File: config.mk
export PLATFORM = sky130hd
export DESIGN_NAME = pwm_deadband
export DESIGN_NICKNAME = d
export VERILOG_FILES = /design/src/rtl/pwm_db_pkg.sv /design/src/rtl/pwm_db_shadow.sv /design/src/rtl/pwm_db_edge.sv /design/src/rtl/pwm_deadband.sv
export SDC_FILE = /design/constraint.sdc
export NUM_CORES = 1
export LEC_CHECK = 0
export ABC_AREA = 0
export BUFFER_PORTS_ARGS = -buffer_cell sky130_fd_sc_hd__clkbuf_2
export CAP_MARGIN = 20
export CORE_ASPECT_RATIO = 0.6
export CORE_MARGIN = 5
export CORE_UTILIZATION = 24
export DETAILED_ROUTE_END_ITERATION = 12
export GPL_TIMING_DRIVEN = 0
export PLACE_DENSITY = 0.37
export RECOVER_POWER = 50
export SLEW_MARGIN = 20
export SYNTH_ARGS = -nofsm -noshare
export SYNTH_HDL_FRONTEND = slang
export SYNTH_HIERARCHICAL = 1
export SYNTH_SLANG_ARGS = --single-unit
export TNS_END_PERCENT = 20
File: constraint.sdc
create_clock -name clk -period 2.75 [get_ports clk]
set_clock_uncertainty 0.05 [all_clocks]
set_input_delay 0.1375 -clock clk [delete_from_list [all_inputs] [get_ports clk]]
set_output_delay 0.1375 -clock clk [all_outputs]
set_load 0.03 [all_outputs]
File: src/rtl/pwm_db_pkg.sv
package pwm_db_pkg;

  // Register select codes on the write port.
  typedef enum logic [1:0] {
    SEL_CTRL = 2'd0,
    SEL_RISE = 2'd1,
    SEL_FALL = 2'd2,
    SEL_NONE = 2'd3
  } db_sel_e;

  localparam int CTRL_W = 4;

  // Control word: [3] invert B path, [2] invert A path,
  // [1] A uses delay path, [0] B uses delay path.
  typedef struct packed {
    logic inv_b;
    logic inv_a;
    logic dly_a;
    logic dly_b;
  } db_ctrl_t;

  localparam logic [CTRL_W-1:0] CTRL_AHC_BOTH = 4'b1011;

endpackage

File: src/rtl/pwm_db_shadow.sv
module pwm_db_shadow #(
  parameter int W = 8
) (
  input  logic         clk,
  input  logic         rst_n,
  input  logic         wr_en,
  input  logic [W-1:0] wr_data,
  input  logic         shadow_mode,
  input  logic         load,
  output logic [W-1:0] active_o
);

  logic [W-1:0] shadow_q, shadow_d;
  logic [W-1:0] active_q, active_d;
  logic         shadow_ce, active_ce;

  // Next-state: shadow always takes writes; active takes either the
  // shadow copy on load (buffered) or the write data (immediate).
  always_comb begin
    shadow_ce = wr_en;
    shadow_d  = wr_data;
    if (shadow_mode) begin
      active_ce = load;
      active_d  = shadow_q;
    end else begin
      active_ce = wr_en;
      active_d  = wr_data;
    end
  end

  always_ff @(posedge clk or negedge rst_n) begin
    if (!rst_n) begin
      shadow_q <= '0;
      active_q <= '0;
    end else begin
      if (shadow_ce) shadow_q <= shadow_d;
      if (active_ce) active_q <= active_d;
    end
  end

  assign active_o = active_q;


  shadow_hold_chk: assert property (@(posedge clk) disable iff (!rst_n)
    (shadow_mode && !load) |=> $stable(active_q));


  load_old_shadow_chk: assert property (@(posedge clk) disable iff (!rst_n)
    (shadow_mode && load) |=> (active_q == $past(shadow_q)));


  immediate_write_chk: assert property (@(posedge clk) disable iff (!rst_n)
    (!shadow_mode && wr_en) |=> (active_q == $past(wr_data)));

endmodule

File: src/rtl/pwm_db_edge.sv
module pwm_db_edge #(
  parameter int W        = 8,
  parameter bit SLOW_VAL = 1'b1
) (
  input  logic         clk,
  input  logic         rst_n,
  input  logic         x,
  input  logic [W-1:0] dly,
  output logic         y
);

  logic         y_q, y_d;
  logic [W-1:0] cnt_q, cnt_d;
  logic         agree, fast_edge, window_done;

  always_comb begin
    agree       = (x == y_q);
    fast_edge   = (x != SLOW_VAL);
    window_done = (cnt_q >= dly);
    y_d   = y_q;
    cnt_d = cnt_q;
    if (agree) begin
      cnt_d = '0;
    end else if (fast_edge || window_done) begin
      y_d   = x;
      cnt_d = '0;
    end else begin
      cnt_d = cnt_q + 1'b1;
    end
  end

  always_ff @(posedge clk or negedge rst_n) begin
    if (!rst_n) begin
      y_q   <= 1'b0;
      cnt_q <= '0;
    end else begin
      y_q   <= y_d;
      cnt_q <= cnt_d;
    end
  end

  assign y = y_q;


  fast_follow_chk: assert property (@(posedge clk) disable iff (!rst_n)
    (x != SLOW_VAL) |=> (y_q != SLOW_VAL));


  slow_wait_chk: assert property (@(posedge clk) disable iff (!rst_n)
    (y_q != SLOW_VAL && x == SLOW_VAL && cnt_q < dly) |=> (y_q != SLOW_VAL));

endmodule

File: src/rtl/pwm_deadband.sv
module pwm_deadband
  import pwm_db_pkg::*;
#(
  parameter int DLY_W = 10
) (
  input  logic             clk,
  input  logic             rst_n,
  input  logic             pwm_in,
  input  logic             cfg_wr_en,
  input  logic [1:0]       cfg_wr_sel,
  input  logic [DLY_W-1:0] cfg_wr_data,
  input  logic [2:0]       cfg_shadow_en,
  input  logic             dly_load_on_zero,
  input  logic             ctr_zero,
  input  logic             load_strobe,
  output logic             out_a,
  output logic             out_b
);

  localparam int NUM_PATH = 2;

  logic                  ctrl_wr;
  logic [CTRL_W-1:0]     ctrl_raw;
  db_ctrl_t              ctrl;
  logic                  dly_load;
  logic [NUM_PATH-1:0]   dly_wr;
  logic [NUM_PATH-1:0]   path_y;
  logic [DLY_W-1:0]      dly_act [NUM_PATH];
  logic                  in_q;
  logic                  path_a, path_b;

  // Write decode and load source.
  always_comb begin
    ctrl_wr  = cfg_wr_en && (cfg_wr_sel == SEL_CTRL);
    dly_load = dly_load_on_zero ? ctr_zero : load_strobe;
  end

  pwm_db_shadow #(.W(CTRL_W)) u_ctrl (
    .clk         (clk),
    .rst_n       (rst_n),
    .wr_en       (ctrl_wr),
    .wr_data     (cfg_wr_data[CTRL_W-1:0]),
    .shadow_mode (cfg_shadow_en[0]),
    .load        (load_strobe),
    .active_o    (ctrl_raw)
  );

  assign ctrl = db_ctrl_t'(ctrl_raw);

  // Path 0: rising-edge delay (slow to 1). Path 1: falling-edge delay (slow to 0).
  for (genvar g = 0; g < NUM_PATH; g++) begin : g_path
    localparam logic [1:0] SEL_CODE = (g == 0) ? SEL_RISE : SEL_FALL;

    assign dly_wr[g] = cfg_wr_en && (cfg_wr_sel == SEL_CODE);

    pwm_db_shadow #(.W(DLY_W)) u_dly (
      .clk         (clk),
      .rst_n       (rst_n),
      .wr_en       (dly_wr[g]),
      .wr_data     (cfg_wr_data),
      .shadow_mode (cfg_shadow_en[g+1]),
      .load        (dly_load),
      .active_o    (dly_act[g])
    );

    pwm_db_edge #(.W(DLY_W), .SLOW_VAL((g == 0) ? 1'b1 : 1'b0)) u_edge (
      .clk   (clk),
      .rst_n (rst_n),
      .x     (pwm_in),
      .dly   (dly_act[g]),
      .y     (path_y[g])
    );
  end

  // Bypass path register, aligned with the delay path latency.
  always_ff @(posedge clk or negedge rst_n) begin
    if (!rst_n) in_q <= 1'b0;
    else        in_q <= pwm_in;
  end

  // Polarity and output selection.
  always_comb begin
    path_a = path_y[0] ^ ctrl.inv_a;
    path_b = path_y[1] ^ ctrl.inv_b;
    out_a  = ctrl.dly_a ? path_a : in_q;
    out_b  = ctrl.dly_b ? path_b : in_q;
  end


  no_overlap_chk: assert property (@(posedge clk) disable iff (!rst_n)
    (ctrl_raw == CTRL_AHC_BOTH) |-> !(out_a && out_b));


  ctrl_zero_ignore_chk: assert property (@(posedge clk) disable iff (!rst_n)
    (cfg_shadow_en[0] && !load_strobe) |=> $stable(ctrl_raw));

endmodule

Word level (Yosys, flattened, before mapping):

Index checks and enable logic that the tools add are counted.
Widths: inputs -> output; s select.

* flip-flop bits (word level): 71
* latch bits: 0
* bits in writable memories: 0
* memory bits (read-only): 0
* input port bits: 22
* output and inout bits: 2
* word-level logic and storage cells: 45
* memories: 0

* add/subtract/negate cells: 2
* multipliers: 0
* div/mod/pow operators: 0
* order comparisons: 2
* equal/unequal tests: 4
* shifts and indexed selects: 0
* multiplexer cells: 13
* bitwise operators: 5
* reduce and logical (&&, ||, !) cells: 8

Operator list (number)
* $mux 10: 6
* $add 10x1->10 const B: 2
* $ge 10x10->1: 2
* $mux 1: 6
* $mux 4: 1
* $reduce_and 2->1: 2
* $logic_and 1x1->1: 3
* $not 1->1: 3
* $eq 1x1->1: 2
* $eq 2x1->1 const B: 1
* $eq 2x2->1 const B: 1
* $logic_not 2->1: 1
* $logic_or 1x1->1: 2
* $xor 1x1->1: 2

Logic depth before layout (Yosys ltp):

Gate-level depths: netlist of run 1.

* word-level depth: 4
* gate-level depth with buffers: 7
* gate-level depth less buffers: 6

Cells and area by module:

Netlist of run 1, hierarchy kept.

By module, submodules not included
* pwm_db_shadow (g_path[0].u_dly ...): instances 2, cells an instance 64, area an instance 948.4 um2, sequential area each 500.5 um2
* pwm_db_edge (g_path[0].u_edge): instances 1, cells an instance 85, area an instance 827.0 um2, sequential area each 275.3 um2
* pwm_db_edge (g_path[1].u_edge): instances 1, cells an instance 81, area an instance 825.8 um2, sequential area each 275.3 um2
* pwm_db_shadow (u_ctrl): instances 1, cells an instance 27, area an instance 400.4 um2, sequential area each 200.2 um2
* pwm_deadband: instances 1, cells an instance 11, area an instance 100.1 um2, sequential area each 25.0 um2

Least setup slack after synthesis of run 1:

OpenSTA, ideal clock, no wires.

* path kind: reg-to-reg
* start: register g_path[0].u_dly.active_q[7]
* end: register g_path[0].u_edge.cnt_q[5]
* setup time: 0.094 ns
* data arrival time: 1.801 ns
* data required time: 2.606 ns
* setup slack: 0.805 ns
* stages on the path, launching flop included: 8
* buffers on the path: 1
* clock period less this slack: 1.945 ns
* path through: dfrtp_1 -> inv_1 -> ha_1 -> a211oi_2 -> nor2_1 -> or4_4 -> buf_6 -> nor4b_4

* longest elaborated chain between the ends: 4

Ends and longest elaborated chain
* start, declared: RTL line pwm_db_shadow.sv:14 `logic [W-1:0] active_q, active_d;`
* start signal, assigned: RTL line pwm_db_shadow.sv:37 `if (active_ce) active_q <= active_d;`
* $ge 10x10->1: RTL line pwm_db_edge.sv:19 `window_done = (cnt_q >= dly);`
* $logic_or 1x1->1: RTL line pwm_db_edge.sv:24 `end else if (fast_edge || window_done) begin`
* $mux 10: RTL line pwm_db_edge.sv:24
* $mux 10: RTL line pwm_db_edge.sv:22 `if (agree) begin`
* named net g_path[0].u_edge.cnt_d[5]: RTL line pwm_db_edge.sv:13 `logic [W-1:0] cnt_q, cnt_d;`
* end signal, assigned: RTL line pwm_db_edge.sv:38 `cnt_q <= cnt_d;`
* end, declared: RTL line pwm_db_edge.sv:13

The timed path passes the listed nets, and every way through them passes these cells.
A chain may end at the register's enable or synchronous reset.

Worst setup path in the final report of run 1:

* start: register g_path[0].u_dly.active_q[7]
* end: register g_path[0].u_edge.cnt_q[8]

Same word-level chain as after synthesis.

==> impl_metrics.env, run 1 <==
export IMPL_tns_ps=0
export IMPL_cp_slowest_stage_delay_ps=490
export IMPL_drv_cap=1
export IMPL_worstHoldPathType="input port to register"
export IMPL_start_kind="register"
export IMPL_period_share=0.777
export IMPL_final_setup_viol_count=0
export IMPL_layout_drive_gt1_share=0.211
export IMPL_power_leakage_nw=2.05
export IMPL_dpl_hpwl_mm=7.10
export IMPL_grt_first_pass_wirelength_mm=15.9
export IMPL_syn_cell_area_um2=4050
export IMPL_end_kind="register"
export IMPL_drt_total_wl_mm=9.62
export IMPL_slew_viol_final=28
export IMPL_via_count=2597
export IMPL_postSynthAreaPerCell_um2=12.2
export IMPL_hold_violations=0
export IMPL_placement_io_buffers=20
export IMPL_layout_cells_non_filler=598
export IMPL_cts_buffer_depth=2
export IMPL_reg2reg_from="g_path[0].u_dly/active_o[7]"
export IMPL_relSlewSlack=-0.184
export IMPL_avgRoutedWirePerCell_um=16.1
export IMPL_cts_tree="yes"
export IMPL_syn2layout_area_growth_pct=16.1
export IMPL_grt_start_max_net_pins=45
export IMPL_rsz0062_at_grt="false"
export IMPL_crit_chain="inv_1 -> ha_1 -> a211oi_2 -> nor2_1 -> or4_4 -> buf_6 -> nor4b_2"
export IMPL_rows=36
export IMPL_clk_latency_ps=330
export IMPL_path_clk_slew_ps=60
export IMPL_cts_made_buffers=9
export IMPL_first_pass_iters=4
export IMPL_cts_sinks=71
export IMPL_status="complete, but fails checks"
export IMPL_hp_start="cfg_wr_data[4]"
export IMPL_period_needed_ps=2140
export IMPL_gr_total_overflow=0
export IMPL_die_x_um=178
export IMPL_max_freq_mhz=468
export IMPL_yosysSeqAreaShare=0.439
export IMPL_worst_ep_required_time_ps=2930
export IMPL_io_pins=24
export IMPL_violations="capacitance limit, slew limit"
export IMPL_post_cts_buffers=0
export IMPL_drc=0
export IMPL_die_y_um=111
export IMPL_cts_max_level=3
export IMPL_n_antenna_cell=0
export IMPL_synth_nets=376
export IMPL_power_density_nw_per_um2=671
export IMPL_synth_top_area_cell="dfrtp_1"
export IMPL_criticalPathCategory="register to register"
export IMPL_via_per_inst=4.34
export IMPL_cpMaxStageDelayCell="or4_4"
export IMPL_floorplan_initialDensity=0.247
export IMPL_synth_cell_types=35
export IMPL_hold_ws_ps=49.8
export IMPL_grt_pass1_vias=2799
export IMPL_antenna_found_initial=0
export IMPL_clockRootBuffer="clkbuf_16"
export IMPL_gp_congestion=0.689
export IMPL_cp_max_fo=10
export IMPL_yosys_warnings=6
export IMPL_gr_usage_all_layers=0.105
export IMPL_synth_ff_latch_count=71
export IMPL_tightest_slew_ps=1780
export IMPL_worstPathArrival_ps=2320
export IMPL_antenna_left=0
export IMPL_vdd_ir_drop_worst_mv=0.249
export IMPL_synth_cells=332
export IMPL_core_area_um2=16400
export IMPL_drt_iter0_markers=143
export IMPL_synth_area_top_cells="dfrtp_1 (44%), mux2i_1 (18%), ha_1 (6.8%), mux2_2 (5.6%), xnor2_1 (3.2%)"
export IMPL_synth_top_cell_area_share=0.439
export IMPL_dp_cells=581
export IMPL_dieArea_um2=19700
export IMPL_startpoint="g_path[0].u_dly/active_o[7]"
export IMPL_final_nets=409
[logic make-up (layout without fill, tap and decap cells)]
family	after synthesis	after routing	share of synthesized area
AND/OR/NAND/NOR	65	65	0.117
XOR/XNOR	18	18	0.0389
adder cells (fa/ha/maj)	22	22	0.0680
flip-flops	71	71	0.439
multiplexers	97	97	0.252
buffers and inverters	43	81	0.0562
AO/OA/AOI/OAI	16	16	0.0290
[worst max-delay path: cells and delay by family, from the launching register on]
| family | cells | cell delay [ps] |
|---|---|---|
| simple gates | 3 | 830 |
| flops | 1 | 380 |
| fa+ha+maj | 1 | 320 |
| buf+inv | 2 | 230 |
| compound gates | 1 | 220 |
[synthesized netlist by cell type]
| cell | instances |
|---|---|
| buf_6 | 7 |
| nor4_1 | 3 |
| a41oi_1 | 2 |
| mux2_2 | 20 |
| nor2_1 | 10 |
| nand2_1 | 8 |
| a211oi_2 | 2 |
| mux2i_1 | 72 |
| buf_4 | 2 |
| or4_4 | 1 |
| nor4b_4 | 1 |
| inv_1 | 26 |
| a211oi_1 | 4 |
| xor2_1 | 3 |
| nand2b_1 | 2 |
| o21ai_0 | 2 |
| o21a_1 | 1 |
| nor3_1 | 8 |
| dfrtp_1 | 71 |
| a21oi_1 | 4 |
| mux2_4 | 5 |
| nor4b_1 | 2 |
| xnor2_1 | 15 |
| nand4_1 | 4 |
| and3b_1 | 2 |
| nand3_1 | 10 |
| o21bai_1 | 1 |
| buf_2 | 5 |
| nor3b_1 | 1 |
| nor4_4 | 1 |
| nor4b_2 | 4 |
| or4b_4 | 1 |
| clkbuf_1 | 3 |
| ha_1 | 22 |
| nor4_2 | 7 |
[final timing paths]
kind	end	slack (ps)	depth (start not counted)
worst max-delay path	g_path[0].u_edge/cnt_q[8]	610	7
worst min-delay path	g_path[0].u_dly/shadow_q[4]	50	2
worst max register to register	g_path[0].u_edge/cnt_q[8]	610	7
worst min register to register	u_ctrl/shadow_q[3]	440	1
max in group asynchronous	g_path[0].u_dly/shadow_q[1]	850	2
min in group asynchronous	g_path[0].u_dly/active_o[6]	770	2
[routing by layer]
layer	part of all wire	GRT usage	vias up	wire length, um
met4	0.012	0.0278	0	118
li1	-	-	1257	-
met2	0.37	0.131	43	3550
met3	0.042	0.0324	8	400
met1	0.58	0.168	1289	5550
met5	0	0	-	0
[metrics by stage]
step           setup slack [ps]   util  power [mW]  cell area [um2]
6_report                    613  0.287        3.16             4700
5_1_grt                     446  0.287        3.39             4700
4_1_cts                     588  0.290        3.23             4750
3_5_place_dp                607  0.272        2.10             4470
3_3_place_gp                632  0.271        2.07             4440
2_1_floorplan               805      -        1.88             4050
[flip-flops by register name, summed over array words and instances, names as in the netlist]
register and cells:
u_ctrl/shadow_q 4, in_q 1, g_path.u_edge/y 2, g_path.u_edge/cnt_q 20
g_path.u_dly/shadow_q 20, g_path.u_dly/active_o 20, u_ctrl/active_o 4
[cell type report]
type	count	area (um2)
Inverter	26	97.6
Fill cell	1723	11700
Tap cell	228	285
Sequential cell	71	1780
Clock buffer	13	260
Timing Repair Buffer	22	133
Multi-Input combinational cell	218	2030
Buffer	17	100
Clock inverter	3	17.5
[layout by cell type (no fill, tap or decap), drive strengths merged]
cell type    Yosys  layout
ha              22      22
or4b             1       1
nor4            11      11
inv             26      26
xnor2           15      15
a211oi           6       6
and3b            2       2
buf             14      10
xor2             3       3
mux2i           72      72
a21oi            4       4
nand2b           2       2
nor3b            1       1
or4              1       1
nand2            8       8
o21bai           1       1
nand4            4       4
nor3             8       8
nand3           10      10
nor2            10      10
dlygate4sd3      0       1
clkinvlp         0       1
mux2            25      25
dfrtp           71      71
clkinv           0       2
a41oi            2       2
o21ai            2       2
o21a             1       1
nor4b            7       7
clkbuf           3      41
[report_power, final]
part / internal, mW / total, mW / switching [mW]
clock network: 0.658 / 1.10 / 0.441
registers: 1.24 / 1.38 / 0.143
logic: 0.321 / 0.674 / 0.352
[repair_timing]
| item | in CTS | in global routing |
|---|---|---|
| hold endpoints to repair | 27 | 0 |
| resized for setup | 0 | 0 |
| hold buffers | 1 | 0 |
No activity file was read; power rests on OpenSTA's default activity.
==> inputs of run 2 (changes only) <==
--- a/config.mk
+++ b/config.mk
@@ -13,7 +13,7 @@
 export CORE_UTILIZATION = 24
 export DETAILED_ROUTE_END_ITERATION = 12
 export GPL_TIMING_DRIVEN = 0
-export PLACE_DENSITY = 0.37
+export PLACE_DENSITY = 0.39
 export RECOVER_POWER = 50
 export SLEW_MARGIN = 20
 export SYNTH_ARGS = -nofsm -noshare
==> constraint.sdc (replaced) <==
create_clock -name clk -period 1.9 [get_ports clk]
set_clock_uncertainty 0.05 [all_clocks]
set_input_delay 0.095 -clock clk [delete_from_list [all_inputs] [get_ports clk]]
set_output_delay 0.095 -clock clk [all_outputs]
set_load 0.03 [all_outputs]
==> run 2 against run 1 <==
Compared with the run above:
- the flow finishes with violations (setup timing)
- wire length grew 0.63%
- global-route usage is essentially flat
- non-clock buffer count grew 17
- maximum frequency grew 7.8%
- final area grew 7.7%
- sequential power grew 45%
- via count grew 1.5%
- critical endpoint is now g_path[0].u_edge/cnt_q[7]
- largest cell class unchanged
==> impl_metrics.env, run 2 (synthesis results as in run 1) <==
export IMPL_final_setup_viol_count=18
export IMPL_clockRootBuffer="clkbuf_16"
export IMPL_cts_made_buffers=9
export IMPL_period_share=1.04
export IMPL_reg2reg_from="g_path[0].u_dly/active_o[7]"
export IMPL_worstPathArrival_ps=2160
export IMPL_final_nets=426
export IMPL_dpl_hpwl_mm=7.03
export IMPL_n_antenna_cell=0
export IMPL_die_y_um=111
export IMPL_clk_latency_ps=320
export IMPL_end_kind="register"
export IMPL_violations="setup timing"
export IMPL_vdd_ir_drop_worst_mv=0.356
export IMPL_most_common_layout_cells="mux2i_1 (72), dfrtp_1 (69), inv_1 (24)"
export IMPL_dieArea_um2=19700
export IMPL_die_x_um=178
export IMPL_start_kind="register"
export IMPL_slew_viol_final=0
export IMPL_via_count=2635
export IMPL_first_pass_iters=3
export IMPL_drc=0
export IMPL_worst_ep_required_time_ps=2080
export IMPL_placement_io_buffers=20
export IMPL_fin_ws_ps=-83.0
export IMPL_layout_drive_gt1_share=0.288
export IMPL_via_per_inst=4.29
export IMPL_path_clk_slew_ps=50
export IMPL_grt_first_pass_wirelength_mm=16.0
export IMPL_antenna_left=0
export IMPL_cts_tree="yes"
export IMPL_grt_start_max_net_pins=43
export IMPL_gr_usage_all_layers=0.104
export IMPL_drv_cap=0
export IMPL_fin_total_pwr_mw=4.79
export IMPL_hp_start="cfg_wr_data[8]"
export IMPL_drt_iter0_markers=106
export IMPL_tightest_slew_ps=1100
export IMPL_stdcell_area_um2=5060
export IMPL_antenna_found_initial=0
export IMPL_cts_max_level=3
export IMPL_status="complete, but fails checks"
export IMPL_startpoint="g_path[0].u_dly/active_o[7]"
export IMPL_drt_total_wl_mm=9.68
export IMPL_cts_sinks=71
export IMPL_tns_ps=-797
export IMPL_gp_congestion=0.745
export IMPL_dp_cells=581
export IMPL_gr_total_overflow=0
export IMPL_cp_max_fo=10
export IMPL_hold_violations=0
export IMPL_grt_pass1_vias=2870
export IMPL_cp_slowest_stage_delay_ps=500
export IMPL_relSlewSlack=0.268
export IMPL_postPlaceCellArea_um2=4470
export IMPL_core_area_um2=16400
export IMPL_cpMaxStageDelayCell="or4_4"
export IMPL_floorplan_initialDensity=0.247
export IMPL_multiInputGateArea_um2=2200
export IMPL_power_leakage_nw=2.15
export IMPL_fillers=1732
export IMPL_criticalPathCategory="register to register"
export IMPL_period_needed_ps=1980
export IMPL_regArea_um2=1780
export IMPL_syn2layout_area_growth_pct=25.0
export IMPL_rsz0062_at_grt="true"
export IMPL_place_ws_ps=-176
export IMPL_cts_buffer_depth=2
export IMPL_rows=36
export IMPL_worstHoldPathType="input port to register"
export IMPL_io_pins=24
export IMPL_max_freq_mhz=504
export IMPL_final_common_cell="mux2i_1"
export IMPL_power_density_nw_per_um2=947
export IMPL_layout_cells_non_filler=614
export IMPL_avgRoutedWirePerCell_um=15.8
export IMPL_crit_chain="inv_2 -> ha_4 -> a211oi_2 -> nor2_1 -> or4_4 -> buf_12 -> nor4b_2"
-- run 2: area by class of cell --
cell class / instances / area share
timing repair buffer: 39 / 0.0561
sequential: 71 / 0.352
clock buffer: 11 / 0.0460
buffer: 17 / 0.0257
inverter: 26 / 0.0193
tap: 228 / 0.0564
multi-input combinational: 218 / 0.436
clock inverter: 4 / 0.00939
-- run 2: final timing paths --
check / slack (ps) / cells past startpoint / end
setup / recovery: -80 / 7 / g_path[0].u_edge/cnt_q[7]
hold / removal: 20 / 2 / g_path[0].u_dly/shadow_q[8]
setup reg to reg: -80 / 7 / g_path[0].u_edge/cnt_q[7]
hold reg to reg: 440 / 1 / u_ctrl/shadow_q[2]
max in group asynchronous: 700 / 3 / g_path[1].u_edge/cnt_q[0]
min in group asynchronous: 380 / 2 / g_path[0].u_dly/active_o[8]
-- run 2: power by group --
group | total, mW | internal [mW] | switching [mW]
logic | 1.17 | 0.590 | 0.578
registers | 2.00 | 1.80 | 0.204
clock network | 1.62 | 1.01 | 0.616
total | 4.79 | 3.39 | 1.40
-- run 2: per-stage QoR --
| step | hold WS (ps) | util |
|---|---|---|
| finish | 20.4 | 0.309 |
| global route | 22.5 | 0.309 |
| CTS | 11.1 | 0.301 |
| detailed placement | 73.9 | 0.272 |
| global placement | 262 | 0.271 |
| floorplan | -251 | - |
-- run 2: worst max-delay path, delay by kind of cell (launching register included) --
kind                       cells  cell delay [ps]
AOI/OAI and AO/OA              1              170
DFF                            1              400
adders and majority gates      1              190
buffers and inverters          2              240
and+or+nand+nor                3              830
-- run 2: timing repair --
item,4_1_cts,5_1_grt
hold buffers,2,0
endpoints found under the hold margin,31,0
setup buffers,10,5
gates cloned,1,0
pin swaps,12,8
setup endpoints to repair,22,22
gates resized for setup,11,23
-- run 2: per-layer routing --
metal / vias to the layer above / wire [um] / track usage
li1: 1287 / - / -
met1: 1313 / 5570 / 0.168
met2: 29 / 3760 / 0.135
met3: 6 / 258 / 0.0256
met4: 0 / 93 / 0.0263
met5: - / 0 / 0
==> inputs of run 3 (changes only) <==
--- a/config.mk
+++ b/config.mk
@@ -13,7 +13,7 @@
 export CORE_UTILIZATION = 24
 export DETAILED_ROUTE_END_ITERATION = 12
 export GPL_TIMING_DRIVEN = 0
-export PLACE_DENSITY = 0.39
+export PLACE_DENSITY = 0.37
 export RECOVER_POWER = 50
 export SLEW_MARGIN = 20
 export SYNTH_ARGS = -nofsm -noshare
==> constraint.sdc (replaced) <==
create_clock -name clk -period 2.1 [get_ports clk]
set_clock_uncertainty 0.05 [all_clocks]
set_input_delay 0.105 -clock clk [delete_from_list [all_inputs] [get_ports clk]]
set_output_delay 0.105 -clock clk [all_outputs]
set_load 0.03 [all_outputs]
==> run 3 against run 2 <==
Compared with the run above:
- the run now ends clean
- critical path depth did not move
- combinational power fell by 16%
- largest power group unchanged
- via count fell by 0.72%
- maximum frequency fell by 2.9%
- final area fell by 3.8%
- final cell count fell by 0.81%
- first-iteration DRC count rose by 31%
==> impl_metrics.env, run 3 (synthesis results as in run 1) <==
export IMPL_end_kind="register"
export IMPL_floorplan_initialDensity=0.247
export IMPL_n_antenna_cell=0
export IMPL_antenna_left=0
export IMPL_power_density_nw_per_um2=866
export IMPL_dp_cells=581
export IMPL_cts_tree="yes"
export IMPL_core_area_um2=16400
export IMPL_clockRootBuffer="clkbuf_16"
export IMPL_hold_violations=0
export IMPL_crit_chain="inv_1 -> ha_1 -> a21oi_2 -> a211oi_1 -> or4b_4 -> buf_8 -> nor4_2"
export IMPL_startpoint="g_path[1].u_dly/active_o[4]"
export IMPL_via_count=2616
export IMPL_relSlewSlack=0.379
export IMPL_criticalPathCategory="register to register"
export IMPL_cp_max_fo=10
export IMPL_cts_made_buffers=9
export IMPL_start_kind="register"
export IMPL_cpMaxStageDelayCell="or4b_4"
export IMPL_clk_latency_ps=330
export IMPL_cts_sinks=71
export IMPL_worstHoldPathType="input port to register"
export IMPL_fillers=1717
export IMPL_tightest_slew_ps=932
export IMPL_io_pins=24
export IMPL_grt_start_max_net_pins=45
export IMPL_drt_total_wl_mm=9.67
export IMPL_grt_first_pass_wirelength_mm=15.9
export IMPL_vdd_ir_drop_worst_mv=0.326
export IMPL_slew_viol_final=0
export IMPL_grt_pass1_vias=2811
export IMPL_final_common_cell="mux2i_1"
export IMPL_cp_slowest_stage_delay_ps=510
export IMPL_status="finished, final reports clean"
export IMPL_die_x_um=178
export IMPL_fin_total_pwr_mw=4.22
export IMPL_rows=36
export IMPL_antenna_found_initial=0
export IMPL_hold_ws_ps=16.6
export IMPL_postPlaceCellArea_um2=4470
export IMPL_drv_cap=0
export IMPL_cts_max_level=3
export IMPL_cpLargestDelayFamily="simple AND/OR/NAND/NOR gates"
export IMPL_rsz0062_at_grt="true"
export IMPL_period_share=0.972
export IMPL_placement_io_buffers=20
export IMPL_reg2reg_from="g_path[1].u_dly/active_o[4]"
export IMPL_gp_congestion=0.689
export IMPL_dieArea_um2=19700
export IMPL_via_per_inst=4.30
export IMPL_most_common_layout_cells="mux2i_1 (72), dfrtp_1 (70), inv_1 (24)"
export IMPL_period_needed_ps=2040
export IMPL_stdcell_area_um2=4870
export IMPL_layout_cells_non_filler=609
export IMPL_layout_drive_gt1_share=0.255
export IMPL_r2r_slack_ps=60
export IMPL_drc=0
export IMPL_worstPathArrival_ps=2220
export IMPL_dpl_hpwl_mm=7.10
export IMPL_avgRoutedWirePerCell_um=15.9
export IMPL_first_pass_iters=4
export IMPL_power_leakage_nw=2.12
export IMPL_worst_path_buf_inv=2
export IMPL_cts_buffer_depth=2
export IMPL_drt_iter0_markers=139
export IMPL_hp_start="cfg_wr_data[4]"
export IMPL_die_y_um=111
export IMPL_final_setup_viol_count=0
export IMPL_worst_ep_required_time_ps=2280
export IMPL_gr_usage_all_layers=0.105
export IMPL_gr_total_overflow=0
export IMPL_syn2layout_area_growth_pct=20.3
export IMPL_final_nets=420
export IMPL_path_clk_slew_ps=60
export IMPL_max_freq_mhz=490
export IMPL_utilization=0.297
## run 3: cell types whose count changed in the layout (fill, tap and decap cells not counted), sizes merged
cell and delta:
bufinv -1, clkbuf +1, buf -5
## run 3: repair_timing
action,CTS,global route
pin swaps,0,1
resized for setup,3,12
hold endpoints to repair,28,0
setup buffers,3,7
setup endpoints to repair,6,17
hold buffers,2,0
## run 3: where the power goes
group          switching (mW)  internal (mW)
clock network           0.577          0.861
logic                   0.497          0.484
registers               0.175           1.62
total                    1.25           2.97
## run 3: per-stage QoR
step	setup WS [ps]	TNS, ps
final	57.9	0
after global routing	-13.7	-27.2
after CTS	-0.323	-0.323
after detailed placement	-43.2	-51.5
after global placement	-18.4	-35.6
after floorplan	155	0
## run 3: worst reg2reg max path: stages, from the launching register on
cell      delay [ps]
dfrtp_1          360
inv_1             60
ha_1             330
a21oi_2          150
a211oi_1          80
or4b_4           510
buf_8            180
nor4_2           230
## run 3: final cells by class
| cell class | instances | area, um2 | area share |
|---|---|---|---|
| multi-input cells | 218 | 2100 | 0.430 |
| flip-flops and latches | 71 | 1780 | 0.365 |
| well taps | 228 | 285 | 0.0586 |
| clock buffers | 13 | 260 | 0.0534 |
| repair buffers | 33 | 220 | 0.0452 |
| plain buffers | 17 | 116 | 0.0239 |
| inverters | 26 | 97.6 | 0.0200 |
| clock inverters | 3 | 17.5 | 0.00360 |
## run 3: final timing paths
| kind | endpoint | cells after the start |
|---|---|---|
| setup / recovery | g_path[1].u_edge/cnt_q[7] | 7 |
| hold / removal | g_path[0].u_dly/shadow_q[4] | 2 |
| setup reg to reg | g_path[1].u_edge/cnt_q[7] | 7 |
| hold reg to reg | u_ctrl/shadow_q[3] | 1 |
| max in group asynchronous | u_ctrl/shadow_q[0] | 3 |
| min in group asynchronous | g_path[0].u_dly/active_o[6] | 2 |
## run 3: metal layers
metal  part of all wire  vias to the layer above  GRT usage
li1                   -                     1285          -
met1               0.57                     1288      0.168
met2               0.37                       35      0.131
met3              0.039                        8     0.0324
met4              0.012                        0     0.0278
met5                  0                        -          0
